**config.mk**
```make
export PLATFORM = sky130hd
export DESIGN_NAME = dmod_top
export DESIGN_NICKNAME = d
export VERILOG_FILES = /design/src/rtl/dmod_pkg.sv /design/src/rtl/dmod_irmerge.sv /design/src/rtl/dmod_opc.sv /design/src/rtl/dmod_acs.sv /design/src/rtl/dmod_top.sv
export SDC_FILE = /design/constraint.sdc
export NUM_CORES = 1
export LEC_CHECK = 0
export ABC_AREA = 1
export BUFFER_PORTS_ARGS = -buffer_cell sky130_fd_sc_hd__buf_2
export CAP_MARGIN = 20
export CELL_PAD_IN_SITES_DETAIL_PLACEMENT = 0
export CELL_PAD_IN_SITES_GLOBAL_PLACEMENT = 1
export CORE_ASPECT_RATIO = 0.6
export CORE_UTILIZATION = 28
export CTS_BUF_LIST = sky130_fd_sc_hd__clkbuf_8
export CTS_CLUSTER_DIAMETER = 150
export DETAILED_ROUTE_END_ITERATION = 8
export PLACE_DENSITY = 0.89
export REMOVE_ABC_BUFFERS = 1
export SYNTH_ARGS = -nofsm -noshare
export SYNTH_HDL_FRONTEND = slang
export SYNTH_HIERARCHICAL = 1
export SYNTH_SLANG_ARGS = --single-unit
```
**constraint.sdc**
```tcl
create_clock -name clk -period 0.8 [get_ports clk]
set_input_delay 0.08 -clock clk [delete_from_list [all_inputs] [get_ports clk]]
set_output_delay 0.08 -clock clk [all_outputs]
set_load 0.05 [all_outputs]
```
**src/rtl/dmod_pkg.sv**
```systemverilog
package dmod_pkg;

    localparam int WORD_W = 16;
    localparam int MOD_W  = 10;

    typedef enum logic [1:0] {
        DSP_NONE = 2'd0,
        DSP_OPC  = 2'd1,
        DSP_ACS  = 2'd2,
        DSP_ODD  = 2'd3
    } dsp_sel_e;

    typedef struct packed {
        logic [MOD_W-1:0] mod;
        logic             skip_clr;
    } dmod_state_t;

endpackage

```
**src/rtl/dmod_irmerge.sv**
```systemverilog
module dmod_irmerge #(
    parameter int WORD_W = 16,
    parameter int MOD_W  = 10
) (
    input  logic              en,
    input  logic [WORD_W-1:0] bus_w,
    output logic [MOD_W-1:0]  contrib
);
    // MSB-first bit k of the bus is bus_w[WORD_W-1-k]
    localparam int B0 = WORD_W - 1;
    localparam int B5 = WORD_W - 6;
    localparam int B7 = WORD_W - 8;

    always_comb begin
        contrib = '0;
        if (en) begin
            contrib[3]   = bus_w[B0];
            contrib[2:0] = bus_w[B5:B7];
        end
    end
endmodule

```
**src/rtl/dmod_opc.sv**
```systemverilog
module dmod_opc #(
    parameter int WORD_W = 16,
    parameter int MOD_W  = 10
) (
    input  logic              en,
    input  logic [WORD_W-1:0] ir_w,
    output logic [MOD_W-1:0]  contrib
);
    localparam int I0 = WORD_W - 1;

    logic [1:0] cls;
    logic [1:0] sh;
    logic [1:0] f34;
    logic [3:0] f47;
    logic [3:0] val;

    always_comb begin
        cls = ir_w[I0-1:I0-2];
        f34 = ir_w[I0-3:I0-4];
        f47 = ir_w[I0-4:I0-7];
        sh  = ir_w[I0-8:I0-9];
        if (ir_w[I0]) begin
            val = {2'b00, 2'd3 - sh};
        end else begin
            unique case (cls)
                2'd0: val = {2'b00, f34};
                2'd1: val = 4'd4;
                2'd2: val = 4'd5;
                default: begin
                    unique case (f47)
                        4'd0:    val = 4'd1;
                        4'd1:    val = 4'd0;
                        4'd6:    val = 4'd14;
                        4'd14:   val = 4'd6;
                        default: val = f47;
                    endcase
                end
            endcase
        end
        contrib = '0;
        if (en) contrib[3:0] = val;
    end
endmodule

```
**src/rtl/dmod_acs.sv**
```systemverilog
module dmod_acs #(
    parameter int WORD_W = 16,
    parameter int MOD_W  = 10
) (
    input  logic              en,
    input  logic [WORD_W-1:0] ir_w,
    output logic [MOD_W-1:0]  contrib
);
    localparam int I0 = WORD_W - 1;

    logic [1:0] cls;
    logic [1:0] sh;
    logic [4:0] f37;
    logic [3:0] val;

    always_comb begin
        cls = ir_w[I0-1:I0-2];
        f37 = ir_w[I0-3:I0-7];
        sh  = ir_w[I0-8:I0-9];
        if (ir_w[I0]) begin
            val = {2'b00, 2'd3 - sh};
        end else if (cls != 2'd3) begin
            val = {3'b000, ir_w[I0-5]};
        end else begin
            unique case (f37)
                5'd0:    val = 4'd2;
                5'd1:    val = 4'd5;
                5'd2:    val = 4'd3;
                5'd3:    val = 4'd6;
                5'd4:    val = 4'd7;
                5'd9:    val = 4'd4;
                5'd10:   val = 4'd4;
                5'd14:   val = 4'd1;
                5'd31:   val = 4'd15;
                default: val = 4'd14;
            endcase
        end
        contrib = '0;
        if (en) contrib[3:0] = val;
    end
endmodule

```
**src/rtl/dmod_top.sv**
```systemverilog
module dmod_top
    import dmod_pkg::*;
(
    input  logic              clk,
    input  logic              rst_n,
    input  logic              ir_load,
    input  logic [1:0]        dsp_sel,
    input  logic [WORD_W-1:0] ir_word,
    input  logic [WORD_W-1:0] bus_word,
    input  logic [MOD_W-1:0]  next_fld,
    output logic [MOD_W-1:0]  mod_q,
    output logic              skip_clr,
    output logic [MOD_W-1:0]  upc_next
);
    dsp_sel_e         sel;
    logic [MOD_W-1:0] c_ir;
    logic [MOD_W-1:0] c_opc;
    logic [MOD_W-1:0] c_acs;
    logic [MOD_W-1:0] c_odd;
    dmod_state_t      st_d;
    dmod_state_t      st_q;

    assign sel = dsp_sel_e'(dsp_sel);

    dmod_irmerge #(.WORD_W(WORD_W), .MOD_W(MOD_W)) u_irmerge (
        .en      (ir_load),
        .bus_w   (bus_word),
        .contrib (c_ir)
    );

    dmod_opc #(.WORD_W(WORD_W), .MOD_W(MOD_W)) u_opc (
        .en      (sel == DSP_OPC),
        .ir_w    (ir_word),
        .contrib (c_opc)
    );

    dmod_acs #(.WORD_W(WORD_W), .MOD_W(MOD_W)) u_acs (
        .en      (sel == DSP_ACS),
        .ir_w    (ir_word),
        .contrib (c_acs)
    );

    always_comb begin
        c_odd    = '0;
        c_odd[0] = (sel == DSP_ODD) & bus_word[0];
    end

    always_comb begin
        st_d          = '0;
        st_d.mod      = c_ir | c_opc | c_acs | c_odd;
        st_d.skip_clr = ir_load;
    end

    always_ff @(posedge clk or negedge rst_n) begin
        if (!rst_n) st_q <= '0;
        else        st_q <= st_d;
    end

    assign mod_q    = st_q.mod;
    assign skip_clr = st_q.skip_clr;
    assign upc_next = next_fld | st_q.mod;
endmodule

```
### After elaboration in Yosys (flattened, before gate mapping)

Memory sizes are Yosys's and may differ from the RTL's.
Index checks and enable logic that the tools add are counted.

| word-level totals | value |
|---|---|
| input port bits | 47 |
| ROM bits | 128 |
| flip-flop bits (word level) | 5 |
| memories kept | 1 |
| output and inout port bits | 21 |

Memories:

| name | words | bits a word | rd ports | clocked after memory_dff | wr ports | line | RTL |
|---|---|---|---|---|---|---|---|
| (name not given) | 32 | 4 | 1 | 0 | 0 | dmod_acs.sv:25 | `unique case (f37)` |

| cells by class | value |
|---|---|
| reduce and logical (&&, ||, !) cells | 2 |
| eq/ne operators | 9 |
| add/subtract/negate cells | 1 |
| muxes and demuxes | 8 |
| bitwise logic cells | 5 |

Operators by type and width:

| operator | number |
|---|---|
| 2-to-1 mux 4 bit | 6 |
| one-hot mux 4 bit (4 select lines) | 1 |
| one-hot mux 4 bit (3 select lines) | 1 |
| OR 10 x 4 -> 10 bit | 1 |
| OR 4 bit | 2 |
| == test 2 bit (second input constant) | 3 |
| == test 2 x 1 -> 1 bit (second input constant) | 2 |
| == test 4 x 1 -> 1 bit (second input constant) | 1 |
| == test 4 x 3 -> 1 bit (second input constant) | 1 |
| == test 4 bit (second input constant) | 1 |
| zero test 4 bit | 1 |
| OR 4 x 1 -> 4 bit | 1 |
| zero test 2 bit | 1 |
| inequality test 2 bit (second input constant) | 1 |
| subtractor 2 bit (first input constant) | 1 |
| AND 1 bit | 1 |

### Depth between registers and ports, before layout

| depth | value |
|---|---|
| depth after elaboration | 8 |
| depth in mapped cells | 10 |
| mapped depth without buffers | 10 |

### By module

The synthesis kept the hierarchy.

Modules (own cells, without submodules):

| module | sequential area each (um^2) | times used | cells each | area an instance (um^2) |
|---|---|---|---|---|
| dmod_top | 275.3 | 1 | 56 | 471.7 |
| dmod_acs | 0.0 | 1 | 50 | 272.8 |
| dmod_opc | 0.0 | 1 | 40 | 222.7 |
| dmod_irmerge | 0.0 | 1 | 15 | 78.8 |

### Worst setup path before layout

No wires, ideal clock.

| path | value |
|---|---|
| kind | register to output |
| start point | reg st_q (netlist bit mod_q[0]) |
| end point | out upc_next[0] |
| data arrival time | 1062 ps |
| data required time | 720 ps |
| setup slack | -342 ps |
| cell stages (with the launch flop) | 2 |
| cells stage by stage | dfrtp_1 > or2_1 |

| on the way | value |
|---|---|
| word-level cells in the longest chain between the ends | 1 |

Ends and longest elaborated chain:

| what | line | RTL |
|---|---|---|
| start: declaration | dmod_top.sv:21 | `dmod_state_t st_q;` |
| start signal: assignment | dmod_top.sv:56 | `else st_q <= st_d;` |
| OR 10 x 4 -> 10 bit | dmod_top.sv:61 | `assign upc_next = next_fld \| st_q.mod;` |
| end: declaration | dmod_top.sv:13 | `output logic [MOD_W-1:0] upc_next` |

No other way between the ends.

==> results summary <==
The via density per instance is 4.059. The proportion of power drawn by combinational gates came out at 42.1%. The initial antenna violation count is 0. The first-iteration detailed-routing DRC count came out at 40. In this run the number of H-tree levels came out at 1. STA puts the critical path data required time at 720 ps. met2 is the most crowded layer. The clock network fraction of total power is 27.5%. Yosys mapped the design onto 17 distinct sky130hd cell types. The synthesized flop and latch total is 11. The area of the multi-input gates is 704.4 µm².

The number of instances in the synthesized netlist is 161. The share of cells above drive strength 1 is 41.67%. Routability-driven placement finished with a final weighted congestion of 0.7686. The switching power summed over all nets came out at 0.0007255 W. The die is 80.91 µm wide. The proportion of synthesized flip-flops having asynchronous set or reset is 100.0%. The setup total negative slack is -3778 ps.

The remaining antenna violation count is 0. The total number of vias is 1108. The filler cell count is 330. The internal power of the cells came out at 0.001276 W.

The synthesized design devotes to its leading area cell type 26.32% of total area. The checks that failed: negative setup slack. The kind of end point of the critical path is an output port.

The sum of routed wire length over all layers came out at 2867 µm. The hold path depth came out at 1. The most used flip-flop cell after synthesis is dfrtp_1. The switching share of total power is 36.25%. The post-DP HPWL came out at 2020 µm. The signed area change from the synthesized netlist to the final layout came out at 69.02%.

The number of hold violations in the final report is 0. The root buffer cell chosen for the clock tree is clkbuf_8. The die outline area came out at 3992 µm². The final worst-path cycle share is 135.8%. Buffers placed on the I/O ports in this run total 50. The flow ran to the end, but the final reports show violations. The number of rows created at floorplan came out at 16.

For this run, global-route usage on met3 was measured as 4.112%. The met2 layer usage reported by global route came out at 24.93%. The number of max-cap violations is 0.

Once the floorplan was initialized, standard cells occupied 30.74% of the core. The number of buffers created by CTS came out at 3. The DRC violations left came out at 0. By area the synthesized netlist is led by dfrtp_1 (26%), nand2_1 (14%), buf_4 (13%). The most common cell in the netlist is nand2_1. The mean instance size in the synthesized netlist came out at 6.497 µm².

Clock-pin slew was measured on the worst setup and hold paths at 50 ps. For this run, the detailed router's first-pass iteration total came to 4. The smallest clock period supported by the final layout is computed as 1086 ps. The type of the most critical hold path is in -> reg.

The synthesized cell area is 1046 µm². The via count of the first global-routing pass came out at 956. The number of antenna diodes in the final layout is 0. The met1 global-route usage came out at 17.42%.

The remaining global-route overflow came out at 0. The critical setup path kind is reg -> out. Entering global routing, the biggest net connects 12 pins.

Pin placement for this block handled 68 I/O pins. The sort of element at the start of the critical path is a flop. The overall global routing resource usage came out at 14.18%. The static power due to leakage came out at 0.9292 nW. Summing all flip-flop and latch instances after layout gives 275.3 µm². The worst-case hold slack is 29.44 ps. Counting along the longest clock path gives a buffer depth of 2. The final net count came out at 284. Static timing analysis puts the maximum clock frequency at 920.5 MHz. In this run the most critical hold path is launched from ir_load. The leading area contributor after synthesis is dfrtp_1. The worst hold path terminates at skip_clr. The average wire length per cell after detail routing came out at 10.50 µm. TritonCTS built the clock tree.

Across all setup checks in the final design, the least slack found is -286.4 ps. The largest fanout on the critical path came out at 2. The power density relative to cell area came out at 1132 nW/µm². The die extent in y is 49.35 µm. The core region is 3403 µm². Setup repair after global routing could not meet its margin everywhere. The max-slew violation count is 0. The sequential share of the synthesized area came out at 26.32%.

The overall power after layout is 0.002001 W. The arrival time reported for the critical path endpoint is 1010 ps. For this design, the sink count on the clock tree is 11. Counting instances in the post-synthesis netlist gives the leading cell types as nand2_1 (38), inv_1 (28), nor2_1 (19). The Yosys step of the flow raised 6 warnings. Setup violations remaining at the end of the flow were counted as 22. The worst-case IR drop observed on VDD is 0.5823 mV. Counting flops with a built-in enable in the synthesized netlist gives 0.

The global-route wire length before repair is 4222 µm. The sequential share of power came out at 30.4%.
layout by cell type (no fill, tap or decap), drive strengths merged:
cell	Yosys	layout
a21oi	9	9
a31oi	1	1
buf	18	64
clkbuf	0	4
conb	3	18
dfrtp	11	11
dlygate4sd3	0	1
ha	8	8
inv	29	30
nand2	38	38
nand3	7	7
nor2	20	20
nor3	2	2
o21ai	5	5
or2	10	10
state kept, by name (all words and copies together), names as in the netlist:
signal / count
mod_q: 10
skip_clr: 1
layer usage:
layer  part of all wire, %  wire length, µm
met1                    41             1184
met2                    52             1492
met3                   6.6              190
met4                     0                0
met5                     0                0
kinds of logic after synthesis:
| logic type | after synthesis | share of synthesized area (%) |
|---|---|---|
| flip-flops | 11 | 26.32 |
| AO/OA/AOI/OAI | 15 | 8.374 |
| other | 3 | 1.076 |
| adder cells (fa/ha/maj) | 8 | 9.570 |
| buffers and inverters | 47 | 23.32 |
| AND/OR/NAND/NOR | 77 | 31.34 |
through the flow:
| stage | instance area [µm²] | worst slack (ps) | util, % | cells |
|---|---|---|---|---|
| 6_report | 1768 | -286.4 | 51.95 | 273 |
| 5_1_grt | 1768 | -327.1 | 51.95 | 273 |
| 4_1_cts | 1612 | -276.9 | 47.35 | 271 |
| 3_5_place_dp | 1364 | -410.7 | 40.07 | 265 |
| 3_3_place_gp | 1364 | -352.5 | 40.07 | 265 |
| 2_1_floorplan | 967.2 | -342.3 | - | 158 |
repair_timing:
item | in CTS | in global routing
endpoints found under the hold margin | 11 | 0
setup buffers | 1 | 2
setup endpoints to repair | 25 | 25
hold buffers | 1 | 0
resized for setup | 57 | 39
cloned | 0 | 0
pin swaps | 19 | 20
power by group through the flow:
stage / clock, W / combinational (W) / sequential [W]
after floorplan: 0 / 0.000270 / 0.000729
after global placement: 0 / 0.000629 / 0.000611
after detailed placement: 0 / 0.000635 / 0.000612
after CTS: 0.000563 / 0.000740 / 0.000606
after global routing: 0.000588 / 0.000907 / 0.000612
final: 0.000550 / 0.000842 / 0.000609
worst max-delay path, cell delays in order, from the launching register on:
cell and delay, ps:
dfrtp_1 370, or2_1 240, buf_6 160
how the worst max path moves through the flow:
stage / startpoint / endpoint / slack, ps / depth (start not counted)
global placement: ir_word[8] / mod_q[0] / -350 / 9
global route: mod_q[5] / upc_next[5] / -330 / 2
floorplan: mod_q[0] / upc_next[0] / -340 / 1
detailed placement: ir_word[8] / mod_q[0] / -410 / 11
finish: mod_q[8] / upc_next[8] / -290 / 2
CTS: mod_q[9] / upc_next[9] / -280 / 2
final cells by class:
class,instances,share of cell area [%]
Clock buffer,3,2.335
Clock inverter,1,0.2123
Inverter,29,7.006
Multi-Input combinational cell,118,39.84
Sequential cell,11,15.57
Tap cell,45,3.185
Timing Repair Buffer,66,31.85
No activity file was read; power rests on OpenSTA's default activity.
